### src/rtl/gtc_pkg.sv
package gtc_pkg;

  localparam int ADDR_W = 5;

  typedef enum logic [ADDR_W-1:0] {
    OFF_ENABLE = 5'h00,
    OFF_MODE   = 5'h04,
    OFF_BOTH   = 5'h08,
    OFF_POL    = 5'h0C,
    OFF_FLAG   = 5'h10
  } reg_off_e;

  typedef enum logic [2:0] {
    TRG_LVL_LO,
    TRG_LVL_HI,
    TRG_FALL,
    TRG_RISE,
    TRG_ANY
  } trig_e;

  function automatic trig_e decode_trig(input logic edge_mode, input logic both,
                                        input logic pol);
    if (!edge_mode) return pol ? TRG_LVL_HI : TRG_LVL_LO;
    if (both) return TRG_ANY;
    return pol ? TRG_RISE : TRG_FALL;
  endfunction

endpackage

### src/rtl/gtc_sync.sv
module gtc_sync #(
  parameter int WIDTH  = 32,
  parameter int STAGES = 2
) (
  input  logic             clk,
  input  logic             rst_n,
  input  logic [WIDTH-1:0] d,
  output logic [WIDTH-1:0] q
);
  logic [WIDTH-1:0] st [STAGES];

  always_ff @(posedge clk or negedge rst_n) begin
    if (!rst_n) st[0] <= '0;
    else        st[0] <= d;
  end

  for (genvar s = 1; s < STAGES; s++) begin : g_stage
    always_ff @(posedge clk or negedge rst_n) begin
      if (!rst_n) st[s] <= '0;
      else        st[s] <= st[s-1];
    end
  end

  assign q = st[STAGES-1];

  if (STAGES == 2) begin : g_chk
    logic [1:0] age;
    always_ff @(posedge clk or negedge rst_n) begin
      if (!rst_n)         age <= '0;
      else if (age != 2'd2) age <= age + 2'd1;
    end
    // output lags the pin by exactly two edges
    a_r9_sync_lag: assert property (@(posedge clk) disable iff (!rst_n)
      (age == 2'd2) |-> (q == $past(d, 2)));
  end

endmodule

### src/rtl/gtc_detect.sv
module gtc_detect
  import gtc_pkg::*;
#(
  parameter int LINES = 32
) (
  input  logic             clk,
  input  logic             rst_n,
  input  logic [LINES-1:0] lvl,
  input  logic [LINES-1:0] edge_mode,
  input  logic [LINES-1:0] both,
  input  logic [LINES-1:0] pol,
  output logic [LINES-1:0] hit
);
  logic [LINES-1:0] prev_q;

  always_ff @(posedge clk or negedge rst_n) begin
    if (!rst_n) prev_q <= '0;
    else        prev_q <= lvl;
  end

  for (genvar i = 0; i < LINES; i++) begin : g_line
    trig_e mode;
    logic  rise, fall;
    assign mode = decode_trig(edge_mode[i], both[i], pol[i]);
    assign rise = lvl[i] & ~prev_q[i];
    assign fall = ~lvl[i] & prev_q[i];
    always_comb begin
      unique case (mode)
        TRG_LVL_LO: hit[i] = ~lvl[i];
        TRG_LVL_HI: hit[i] = lvl[i];
        TRG_FALL:   hit[i] = fall;
        TRG_RISE:   hit[i] = rise;
        TRG_ANY:    hit[i] = rise | fall;
        default:    hit[i] = 1'b0;
      endcase
    end
  end

endmodule

### src/rtl/gtc_regs.sv
module gtc_regs
  import gtc_pkg::*;
#(
  parameter int LINES = 32,
  parameter int BUS_W = 32
) (
  input  logic              clk,
  input  logic              rst_n,
  input  logic              bus_wr,
  input  logic              bus_rd,
  input  logic [ADDR_W-1:0] bus_addr,
  input  logic [BUS_W-1:0]  bus_wdata,
  input  logic [LINES-1:0]  hit,
  output logic [LINES-1:0]  enable_q,
  output logic [LINES-1:0]  mode_q,
  output logic [LINES-1:0]  both_q,
  output logic [LINES-1:0]  pol_q,
  output logic [LINES-1:0]  flag_q,
  output logic [BUS_W-1:0]  bus_rdata
);
  logic [LINES-1:0] wdat;
  logic [LINES-1:0] clr;
  logic             flag_wr;
  logic [BUS_W-1:0] rd_mux;

  assign wdat    = bus_wdata[LINES-1:0];
  assign flag_wr = bus_wr && (bus_addr == OFF_FLAG);
  assign clr     = flag_wr ? wdat : '0;

  always_ff @(posedge clk or negedge rst_n) begin
    if (!rst_n) begin
      enable_q <= '0;
      mode_q   <= '0;
      both_q   <= '0;
      pol_q    <= '0;
    end else if (bus_wr) begin
      case (bus_addr)
        OFF_ENABLE: enable_q <= wdat;
        OFF_MODE:   mode_q   <= wdat;
        OFF_BOTH:   both_q   <= wdat;
        OFF_POL:    pol_q    <= wdat;
        default:    ;
      endcase
    end
  end

  always_ff @(posedge clk or negedge rst_n) begin
    if (!rst_n) flag_q <= '0;
    else        flag_q <= (flag_q & ~clr) | hit;
  end

  always_comb begin
    rd_mux = '0;
    case (bus_addr)
      OFF_ENABLE: rd_mux[LINES-1:0] = enable_q;
      OFF_MODE:   rd_mux[LINES-1:0] = mode_q;
      OFF_BOTH:   rd_mux[LINES-1:0] = both_q;
      OFF_POL:    rd_mux[LINES-1:0] = pol_q;
      OFF_FLAG:   rd_mux[LINES-1:0] = flag_q;
      default:    ;
    endcase
  end

  always_ff @(posedge clk or negedge rst_n) begin
    if (!rst_n)      bus_rdata <= '0;
    else if (bus_rd) bus_rdata <= rd_mux;
  end

  // ones clear their flag unless a detection arrives in the same cycle
  a_r7_clear_ones: assert property (@(posedge clk) disable iff (!rst_n)
    flag_wr |=> ((flag_q & $past(wdat) & ~$past(hit)) == '0));
  // a detection always leaves its flag set
  a_r7_detect_wins: assert property (@(posedge clk) disable iff (!rst_n)
    rst_n |=> ((flag_q & $past(hit)) == $past(hit)));
  // flags are sticky without a clearing write
  a_r8_sticky: assert property (@(posedge clk) disable iff (!rst_n)
    !flag_wr |=> ((flag_q & $past(flag_q)) == $past(flag_q)));
  // enable readback after one edge
  a_r10_read_lag: assert property (@(posedge clk) disable iff (!rst_n)
    (bus_rd && bus_addr == OFF_ENABLE) |=> (bus_rdata[LINES-1:0] == $past(enable_q)));

endmodule

### src/rtl/gtc_irq_agg.sv
module gtc_irq_agg #(
  parameter int PORTS = 2,
  parameter int PINS  = 16,
  localparam int LINES = PORTS * PINS
) (
  input  logic [LINES-1:0] flag,
  input  logic [LINES-1:0] enable,
  output logic [PORTS-1:0] irq
);
  for (genvar p = 0; p < PORTS; p++) begin : g_port
    assign irq[p] = |(flag[p*PINS +: PINS] & enable[p*PINS +: PINS]);
  end
endmodule

### src/rtl/gpio_trig_ctrl.sv
module gpio_trig_ctrl
  import gtc_pkg::*;
#(
  parameter int NUM_PORTS     = 2,
  parameter int PINS_PER_PORT = 16,
  parameter int SYNC_STAGES   = 2,
  parameter int BUS_W         = 32
) (
  input  logic                               clk,
  input  logic                               rst_n,
  input  logic [NUM_PORTS*PINS_PER_PORT-1:0] pins_in,
  input  logic                               bus_wr,
  input  logic                               bus_rd,
  input  logic [ADDR_W-1:0]                  bus_addr,
  input  logic [BUS_W-1:0]                   bus_wdata,
  output logic [BUS_W-1:0]                   bus_rdata,
  output logic [NUM_PORTS-1:0]               irq
);
  localparam int LINES = NUM_PORTS * PINS_PER_PORT;

  logic [LINES-1:0] lvl, hit;
  logic [LINES-1:0] enable_q, mode_q, both_q, pol_q, flag_q;

  gtc_sync #(.WIDTH(LINES), .STAGES(SYNC_STAGES)) i_sync (
    .clk(clk), .rst_n(rst_n), .d(pins_in), .q(lvl));

  gtc_detect #(.LINES(LINES)) i_detect (
    .clk(clk), .rst_n(rst_n), .lvl(lvl), .edge_mode(mode_q),
    .both(both_q), .pol(pol_q), .hit(hit));

  gtc_regs #(.LINES(LINES), .BUS_W(BUS_W)) i_regs (
    .clk(clk), .rst_n(rst_n), .bus_wr(bus_wr), .bus_rd(bus_rd),
    .bus_addr(bus_addr), .bus_wdata(bus_wdata), .hit(hit),
    .enable_q(enable_q), .mode_q(mode_q), .both_q(both_q), .pol_q(pol_q),
    .flag_q(flag_q), .bus_rdata(bus_rdata));

  gtc_irq_agg #(.PORTS(NUM_PORTS), .PINS(PINS_PER_PORT)) i_agg (
    .flag(flag_q), .enable(enable_q), .irq(irq));

endmodule

### config.mk
export PLATFORM = sky130hd
export DESIGN_NAME = gpio_trig_ctrl
export DESIGN_NICKNAME = d
export VERILOG_FILES = /design/src/rtl/gtc_pkg.sv /design/src/rtl/gtc_sync.sv /design/src/rtl/gtc_detect.sv /design/src/rtl/gtc_regs.sv /design/src/rtl/gtc_irq_agg.sv /design/src/rtl/gpio_trig_ctrl.sv
export SDC_FILE = /design/constraint.sdc
export NUM_CORES = 1
export LEC_CHECK = 0
export BUFFER_PORTS_ARGS = -buffer_cell sky130_fd_sc_hd__buf_2
export CAP_MARGIN = 40
export CORE_ASPECT_RATIO = 1.25
export CORE_MARGIN = 1.5
export CORE_UTILIZATION = 35
export DETAILED_ROUTE_END_ITERATION = 6
export PLACE_DENSITY = 0.48
export SETUP_SLACK_MARGIN = 0.1
export SYNTH_ARGS = -nofsm -noshare
export SYNTH_HDL_FRONTEND = slang
export SYNTH_SLANG_ARGS = --single-unit
### constraint.sdc
create_clock -name clk -period 1.5 [get_ports clk]
set_input_delay 0.075 -clock clk [delete_from_list [all_inputs] [get_ports clk]]
set_output_delay 0.075 -clock clk [all_outputs]
set_load 0.02 [all_outputs]
# ---- Word-level counts from Yosys, hierarchy flattened
# Index checks and enable logic that the tools add are counted.
dict set report totals {
  regBits 288
  inputBits 73
  out_inout_bits 34
  elab_cells 636
}
dict set report op_classes {
  n_eq_ne 132
  n_mux 290
  bitwise 165
  n_reduce_logical 40
}
# op n
set op_table {}
lappend op_table {{two-way mux 3 bit} 128}
lappend op_table {{== test 3 x 2 -> 1 bit, second input constant} 64}
lappend op_table {{one-hot mux 1 bit (5 select lines)} 32}
lappend op_table {{one-hot mux 32 bit (5 select lines)} 1}
lappend op_table {{two-way mux 1 bit} 128}
lappend op_table {{== test 3 x 1 -> 1 bit, second input constant} 32}
lappend op_table {{== test 3 bit, second input constant} 32}
lappend op_table {{logical NOT 3 bit} 32}
lappend op_table {{bitwise AND 1 bit} 64}
lappend op_table {{NOT 1 bit} 64}
lappend op_table {{bitwise AND 16 bit} 2}
lappend op_table {{bitwise AND 32 bit} 1}
lappend op_table {{two-way mux 32 bit} 1}
lappend op_table {{NOT 32 bit} 1}
lappend op_table {{bitwise OR 1 bit} 32}
lappend op_table {{bitwise OR 32 bit} 1}
lappend op_table {{OR reduction 16 bit} 2}
lappend op_table {{== test 5 x 4 -> 1 bit, second input constant} 2}
lappend op_table {{AND reduction 2 bit} 4}
lappend op_table {{== test 5 x 3 -> 1 bit, second input constant} 1}
lappend op_table {{== test 5 bit, second input constant} 1}
lappend op_table {{logical NOT 5 bit} 1}
lappend op_table {{logical AND 1 bit} 1}

# ---- Longest topological paths before layout
# Gate-level depths: netlist of run 1.
dict set report logic_depth {
  depth_word 8
  depth_mapped 7
  ltp_nobuf 5
}

# ---- Hierarchy
# Synthesis of run 1 repeated with hierarchy kept, for this count alone.
dict set report unflattened {
  hier_cells 1109
  area_unflattened_um2 14074.7
}
# module instances cells_per_inst area_per_inst_um2 seq_area_each_um2
set modules_own_cells {}
lappend modules_own_cells {gtc_regs 1 636 8700.8 4804.6}
lappend modules_own_cells {gtc_detect 1 359 3329.4 800.8}
lappend modules_own_cells {gtc_sync 1 96 1841.8 1601.5}
lappend modules_own_cells {gtc_irq_agg 1 18 202.7 0.0}

# ---- Worst setup path after synthesis of run 1
# OpenSTA, ideal clock, no wires.
dict set report synth_timing {
  path_type {input to register}
  from {input port bus_addr[4]}
  to {register i_regs.bus_rdata[10]}
  setup_time_ps 127
  arrival_time_ps 1383
  t_required_ps 1373
  path_slack_ps -10
  cell_stages 6
  n_path_buf 2
  cell_sequence {buf_2 buf_1 mux2_2 a32o_1 a22oi_1 nand3_1}
}
dict set report synth_via {
  elab_chain_len 2
  word_cells_on_any_way 6
  classes_between {eq/ne (4); mux (1); reduce/logical (1)}
}
# element line
set synth_rtl {}
lappend synth_rtl {{start, declared} gpio_trig_ctrl.sv:14} ;# input logic [ADDR_W-1:0] bus_addr,
lappend synth_rtl {{== test 5 bit (tied with other cells)} gtc_regs.sv:54} ;# case (bus_addr)
lappend synth_rtl {{one-hot mux 32 bit (5 select lines) (*)} gtc_regs.sv:54}
lappend synth_rtl {{end signal, assigned} gtc_regs.sv:66} ;# else if (bus_rd) bus_rdata <= rd_mux;
lappend synth_rtl {{end, declared} gtc_regs.sv:19} ;# output logic [BUS_W-1:0] bus_rdata
# Mark *: on every way between the ends. The rest lies on a longest branch, timed or not.
# A chain may end at the register's enable or synchronous reset.

# ---- Worst setup path after layout of run 1
dict set report layout_timing {
  from {register i_regs.flag_q[27]}
  to {output port irq[1]}
}
dict set report layout_via {
  elab_chain_len 2
}
# element line
set layout_rtl {}
lappend layout_rtl {{start, declared} gtc_regs.sv:18} ;# output logic [LINES-1:0] flag_q,
lappend layout_rtl {{start signal, assigned} gtc_regs.sv:49} ;# else flag_q <= (flag_q & ~clr) | hit;
lappend layout_rtl {{bitwise AND 16 bit} gtc_irq_agg.sv:11} ;# assign irq[p] = |(flag[p*PINS +: PINS] & enable[p*PINS +: PINS]);
lappend layout_rtl {{OR reduction 16 bit} gtc_irq_agg.sv:11}
lappend layout_rtl {{end, declared} gpio_trig_ctrl.sv:17} ;# output logic [NUM_PORTS-1:0] irq
# No other way between the ends.

==> results.md, run 1 <==
- Most used cell, CP: buf_4
- Synth top area cells: dfrtp_1, mux2_2, ha_1
- Antenna violations before repair: 0
- Routed WL per cell: 19.07 microns
- Seq/Total Area, Yosys: 55.24%
- Min Tclk post-route: 2.043 ns
- Nets: 1422
- Die X-Extent: 175.7 microns
- CTS tree: built
- Worst Hold Class: in2reg
- Multi-input combinational cell area: ~0.0054 sq mm
- CP endpoint kind: output pin
- RePlAce Congestion: 0.7645
- Post-route ant nets: 0
- Yosys warnings: 0
- Final setup vio count: 2
- Most common cell in the netlist: dfrtp_1
- Failing checks: negative setup slack
- Diode count: 0
- Crit path launch type: flop
- CTS Sinks: 288
- Full die area: 0.03845 sq mm
- Fmax: 0.4896 GHz
- Synth Instances: about 1100
- Utilization after layout: between 40 and 50%
- Setup tns final: -0.9710 ns
- H-tree depth: 1
- Post-Synthesis Cell Area: 0.01305 sq mm
- RSZ-0062 raised after global routing: yes
- Yosys cell types: 35
- Layout filler cell count: 3460
- Max clock buf depth: 3
- Total number of vias: 9042
- Placed cell areas: ~0.015 sq mm
- Reg2reg setup slack: between 0.1 and 0.15 ns
- Synth Area per Inst: 12.17 sq um
- Net Sw Power: 5.132 mW
- Row cnt: 78
- Buf/Inv on CP: 2
- Post-synth EDFFs: 0
- Post-layout power: 19.90 mW
- Yosys reg bits: 288
- GRT Overall Usage: 18.40%
- TritonRoute pass-1 iters: 4
- Register Area: 0.007213 sq mm
- Clock Skew: 0.006570 ns
- Finished Cell Area: 0.01651 sq mm
- Largest net degree at the start of global routing: 65
- Worst EP required: 1.42 ns
- Fin. max-slew vios: 0
- Max VDD drop: 1.002 mV
- Worst slew pin tran: 0.4404 ns
- Clock power share: 40.1%
- Synth top area share: between 50% and 60%
- Share of layout cells above drive strength 1: a little over a quarter
- P_leak: between 7 and 8 nW
- DR DRC count: 0
- Cell-internal power: between 10 and 15 mW
- Clock-pin slew of the registers on the worst-case setup and hold paths: 0.06 ns
- Sw Share: 25.79%
- Pwr dens: between 1000 and 1500 mW/mm^2
- Worst setup margin: -0.5425 ns
- Hpwl dp: 21.96 mm
- Vias in the first global route: just under 10000
- First-pass GRT wire length: 54.45 mm
- Hold depth: 4
- Detailed Route Iter0 Violations: around 430
- Io pins: 107
- Synth Flop Type: dfrtp_1
- Max Cap Violations: 0
- Port buffer count: about 110
- Syn Nets: 1209
- Peak per-stage delay on the critical path: 0.39 ns
- Critical path, cell by cell: a22o_1 > a221oi_2 > buf_4 > nand4_1 > buf_4
- Initial Utilization: around 36%
- Flop pwr share: 47.6%
- Status: finished with violations
- Via density: 5.057
- Worst path top cell family by delay: compound AO/OA/AOI/OAI gates
- Worst-path fanout max: 2
- Share of flip-flops with an asynchronous set or reset: 100.0%
- Logic pwr share: between 10% and 20%
- Worst-skew pair later-pin latency: ~0.57 ns
- Synth top cells by count: dfrtp_1, mux2_2, inv_1
- Layout Area Growth over Synthesis: 26.55%
- Clock root buffer: clkbuf_16
- Die height: between 200 and 250 microns
- Core Region: 0.03650 sq mm
- Final Hold Viols: 0
- Reg2reg path depth: 5
- CP Depth: 5
- Area leader, netlist: dfrtp_1
- Total wire length: 34.10 mm
- Crit Path Class: reg2out
- Final period util: 136.2%
- Cts bufs inserted: 31
- Grt ovf: 0
- Max_slew headroom: 70.64%
- Slowest-stage cell, CP: dfrtp_1
- CP arrival: 1.97 ns
cell families (layout without fill, tap and decap cells):
| kind of cell | after synthesis | in the layout | share of synthesized area [%] |
|---|---|---|---|
| xor gates and xnor gates | 32 | 32 | 2.148 |
| muxes | 160 | 160 | 13.81 |
| adders and majority gates | 64 | 64 | 6.137 |
| AOI/OAI and AO/OA | 210 | 210 | 11.58 |
| DFF | 288 | 288 | 55.24 |
| buffers and inverters | 146 | 382 | 4.382 |
| and+or+nand+nor | 172 | 172 | 6.703 |
routing by layer:
metal / wire [microns] / vias up / part of all wire, % / global-route usage, %
met1: 15180 / 4598 / 45 / 23.94
li1: - / 4241 / - / -
met3: 1333 / 53 / 3.9 / 2.374
met2: 16760 / 150 / 49 / 31.67
met4: 824 / 0 / 2.4 / 5.897
met5: 0 / - / 0 / 0
repair_timing:
item / in CTS / in global routing
setup endpoints to repair: 5 / 15
gates resized for setup: 11 / 17
hold endpoints to repair: 479 / 0
setup buffers: 2 / 5
pin swaps: 4 / 4
hold buffers: 66 / 0
final timing paths:
path / startpoint / endpoint
max in group asynchronous: rst_n / i_regs.enable_q[28]
min in group asynchronous: rst_n / i_detect.prev_q[7]
hold reg to reg: i_sync.st[49] / i_sync.q[17]
setup / recovery: i_regs.flag_q[27] / irq[1]
setup reg to reg: i_regs.flag_q[15] / i_regs.bus_rdata[15]
hold / removal: bus_rd / i_regs.bus_rdata[29]
worst reg2reg max path: stages, from the launching register on:
cell and delay [ns]:
dfrtp_1 0.40, buf_6 0.13, mux2_4 0.25, a32o_2 0.25
a22oi_2 0.14, nand3_1 0.09
power groups by stage:
stage,registers [mW],clock network (mW),logic [mW]
3_3_place_gp,9.59,0,2.26
6_report,9.46,7.97,2.47
4_1_cts,9.46,8.25,2.49
5_1_grt,9.61,8.56,2.77
2_1_floorplan,9.37,0,1.43
3_5_place_dp,9.59,0,2.30
per-stage QoR:
step,instances,worst slack (ns),hold slack [ns]
floorplan,1072,0.07404,-0.2206
global placement,1660,-0.2753,-0.01694
detailed placement,1660,-0.2446,-0.01635
CTS,1783,-0.5876,0.07826
global route,1788,-0.5972,0.08628
finish,1788,-0.5425,0.09988
layout by cell type (no fill, tap or decap), types with 2 or more instances in the layout:
cell / netlist / layout
buf_4: 2 / 34
a32o_2: 0 / 3
a221oi_2: 0 / 7
dfrtp_1: 288 / 283
dfrtp_2: 0 / 5
ha_1: 64 / 64
bufinv_16: 0 / 3
clkbuf_16: 0 / 31
mux2_4: 0 / 3
o21ai_0: 62 / 62
buf_2: 13 / 103
mux2_1: 44 / 44
mux2_2: 116 / 113
buf_6: 0 / 5
buf_12: 0 / 20
xor2_1: 32 / 32
a22o_1: 8 / 8
a32o_1: 31 / 28
nand2_1: 65 / 64
o211ai_1: 64 / 64
a22oi_1: 31 / 28
clkbuf_8: 0 / 10
clkinv_2: 0 / 4
dlygate4sd3_1: 0 / 65
a22oi_2: 0 / 3
nand3_1: 63 / 63
nand2b_1: 31 / 31
o21ai_1: 3 / 3
nand4_1: 2 / 2
clkbuf_1: 29 / 6
inv_1: 97 / 97
final cells by class:
class                           count  share of cell area, %
Inverter                           98                  2.228
Timing Repair Buffer              228                  11.46
Clock inverter                      9                 0.7653
Clock buffer                       47                  5.668
Sequential cell                   288                  43.68
Tap cell                          480                  3.637
Multi-Input combinational cell    638                  32.55
flip-flops by register name (all words and copies together), names as in the netlist:
register,cells
i_detect.prev_q,32
i_regs.mode_q,32
i_sync.st,32
i_regs.flag_q,32
i_regs.both_q,32
i_sync.q,32
i_regs.bus_rdata,32
i_regs.enable_q,32
i_regs.pol_q,32
Power figures use the tool's default switching activity.
==> inputs of run 2 (changes only) <==
--- a/config.mk
+++ b/config.mk
@@ -9,9 +9,10 @@
 export CAP_MARGIN = 40
 export CORE_ASPECT_RATIO = 1.25
 export CORE_MARGIN = 1.5
-export CORE_UTILIZATION = 35
+export CORE_UTILIZATION = 58
+export CTS_BUF_LIST = sky130_fd_sc_hd__clkbuf_4 sky130_fd_sc_hd__clkbuf_8
 export DETAILED_ROUTE_END_ITERATION = 6
-export PLACE_DENSITY = 0.48
+export PLACE_DENSITY = 0.75
 export SETUP_SLACK_MARGIN = 0.1
 export SYNTH_ARGS = -nofsm -noshare
 export SYNTH_HDL_FRONTEND = slang
==> results.md, run 2 (same netlist as run 1, synthesis figures left out) <==
- Commonest non-fill, non-tap cell in the layout: dfrtp_1
- CTS tree: built
- Crit Path Class: reg2out
- Peak per-stage delay on the critical path: 0.40 ns
- Total number of vias: 9210
- Worst path top cell family by delay: compound AO/OA/AOI/OAI gates
- Worst-skew pair later-pin latency: about 0.56 ns
- RePlAce Congestion: 0.8303
- Failing checks: negative setup slack
- Setup tns final: -0.8668 ns
- Worst slew pin tran: 0.5334 ns
- RSZ-0062 raised after global routing: yes
- Routed WL per cell: around 19 microns
- Max Cap Violations: 0
- Worst EP required: 1.42 ns
- Slowest-stage cell, CP: dfrtp_1
- Worst r2r dst: i_regs.bus_rdata[16]
- Pwr dens: 1167 mW/mm^2
- Status: finished with violations
- Antenna violations before repair: 0
- CP endpoint kind: output pin
- Fin. max-slew vios: 0
- Via density: roughly 5.7
- Final period util: 131.3%
- Vias in the first global route: 9602
- TritonRoute pass-1 iters: 5
- Utilization after layout: 72.27%
- Full die area: 0.02341 sq mm
- Clock-pin slew of the registers on the worst-case setup and hold paths: 0.06 ns
- Cts bufs inserted: 46
- FF-to-FF Start: i_regs.enable_q[16]
- Critical path, cell by cell: a22o_1 > a221oi_2 > nand4_1 > buf_4
- Detailed Route Iter0 Violations: between 400 and 500
- Reg2reg path depth: 5
- First-pass GRT wire length: between 40 and 50 mm
- Layout filler cell count: 1569
- Max clock buf depth: 3
- P_leak: 7.671 nW
- Crit path launch type: flop
- Hold_sp: bus_rd
- Max VDD drop: 0.9711 mV
- DR DRC count: 0
- Max_slew headroom: between 60% and 70%
- GR Layer Usage met2: 48.68%
- Nets: 1434
- Reg2reg setup slack: ~0.11 ns
- Worst setup margin: -0.4698 ns
- Diode count: 0
- Total wire length: 30.98 mm
- Die X-Extent: roughly 140 microns
- CTS Sinks: about 290
- Fmax: 0.5077 GHz
- GRT Overall Usage: 27.45%
- Initial Utilization: about 59%
- Final setup vio count: 2
- CP arrival: approximately 1.9 ns
- Worst-path fanout max: 2
- Post-layout power: 18.67 mW
- GRT met1 Usage: 34.41%
- Hpwl dp: 19.93 mm
- Layer with the highest usage: met2
- Met3 Track Usage GR: 4.296%
- Largest net degree at the start of global routing: 62
- Row cnt: 61
- Hold depth: 4
- H-tree depth: 2
- Die height: 170.7 microns
- Final Hold Viols: 0
- Min Tclk post-route: 1.970 ns
- Port buffer count: 106
- Layout Area Growth over Synthesis: 22.60%
- Clock Skew: 0.01973 ns
- Share of layout cells above drive strength 1: 28.90%
- Io pins: around 110
- Most frequent cells in the layout: dfrtp_1, mux2_2, buf_2
- Clock root buffer: clkbuf_8
- Core Region: 0.02213 sq mm
- Post-route ant nets: 0
- Worst Hold End: i_regs.bus_rdata[29]
- Grt ovf: 0
- Buf/Inv on CP: 1
- Worst Hold Class: in2reg
-- run 2: layout make-up --
cell class              instances  area (sq um)  area share [%]
repair buffers                225          1755           10.97
clock buffers                  72         884.6           5.530
multi-input cells             638          5360           33.51
well taps                     283         354.1           2.214
inverters                      98         367.9           2.300
clock inverters                11         62.56          0.3911
flip-flops and latches        288          7212           45.08
-- run 2: worst max-delay path by stage --
stage,start,to,cells past startpoint
detailed placement,bus_addr[1],i_regs.enable_q[28],7
CTS,i_regs.enable_q[16],irq[1],5
finish,i_regs.enable_q[23],irq[1],4
global placement,bus_addr[1],i_regs.enable_q[3],7
floorplan,bus_addr[4],i_regs.both_q[11],6
global route,i_regs.flag_q[27],irq[1],5
-- run 2: through the flow --
stage	instances	hold WS, ns	area, sq um	worst slack, ns
after floorplan	1072	-0.2206	13090	0.07404
after global placement	1458	0.06928	14260	-0.01806
after detailed placement	1458	0.07710	14260	-0.1007
after CTS	1607	0.04924	15890	-0.4979
after global routing	1615	0.06930	16000	-0.5789
final	1615	0.06945	16000	-0.4698
-- run 2: tightest hold or removal path, cell delays in order --
cell and delay, ns:
buf_2 0.12, buf_4 0.21, nand3_1 0.11, nand3_1 0.06
-- run 2: what timing repair did --
item	in CTS	in global routing
pin swaps	1	7
resized for setup	5	17
setup endpoints to repair	3	16
setup buffers	1	8
endpoints found under the hold margin	480	0
hold buffers	65	0
-- run 2: report_power, final --
| group | internal (mW) | total (mW) | switching, mW |
|---|---|---|---|
| clock | 3.77 | 6.81 | 3.04 |
| sequential | 8.62 | 9.48 | 0.869 |
| combinational | 1.32 | 2.38 | 1.06 |
| total | 13.7 | 18.7 | 4.97 |
-- run 2: metal layers --
metal	wire, microns	vias up
met1	13150	4686
met3	1216	53
li1	-	4269
met2	15900	202
met5	0	-
met4	720	0
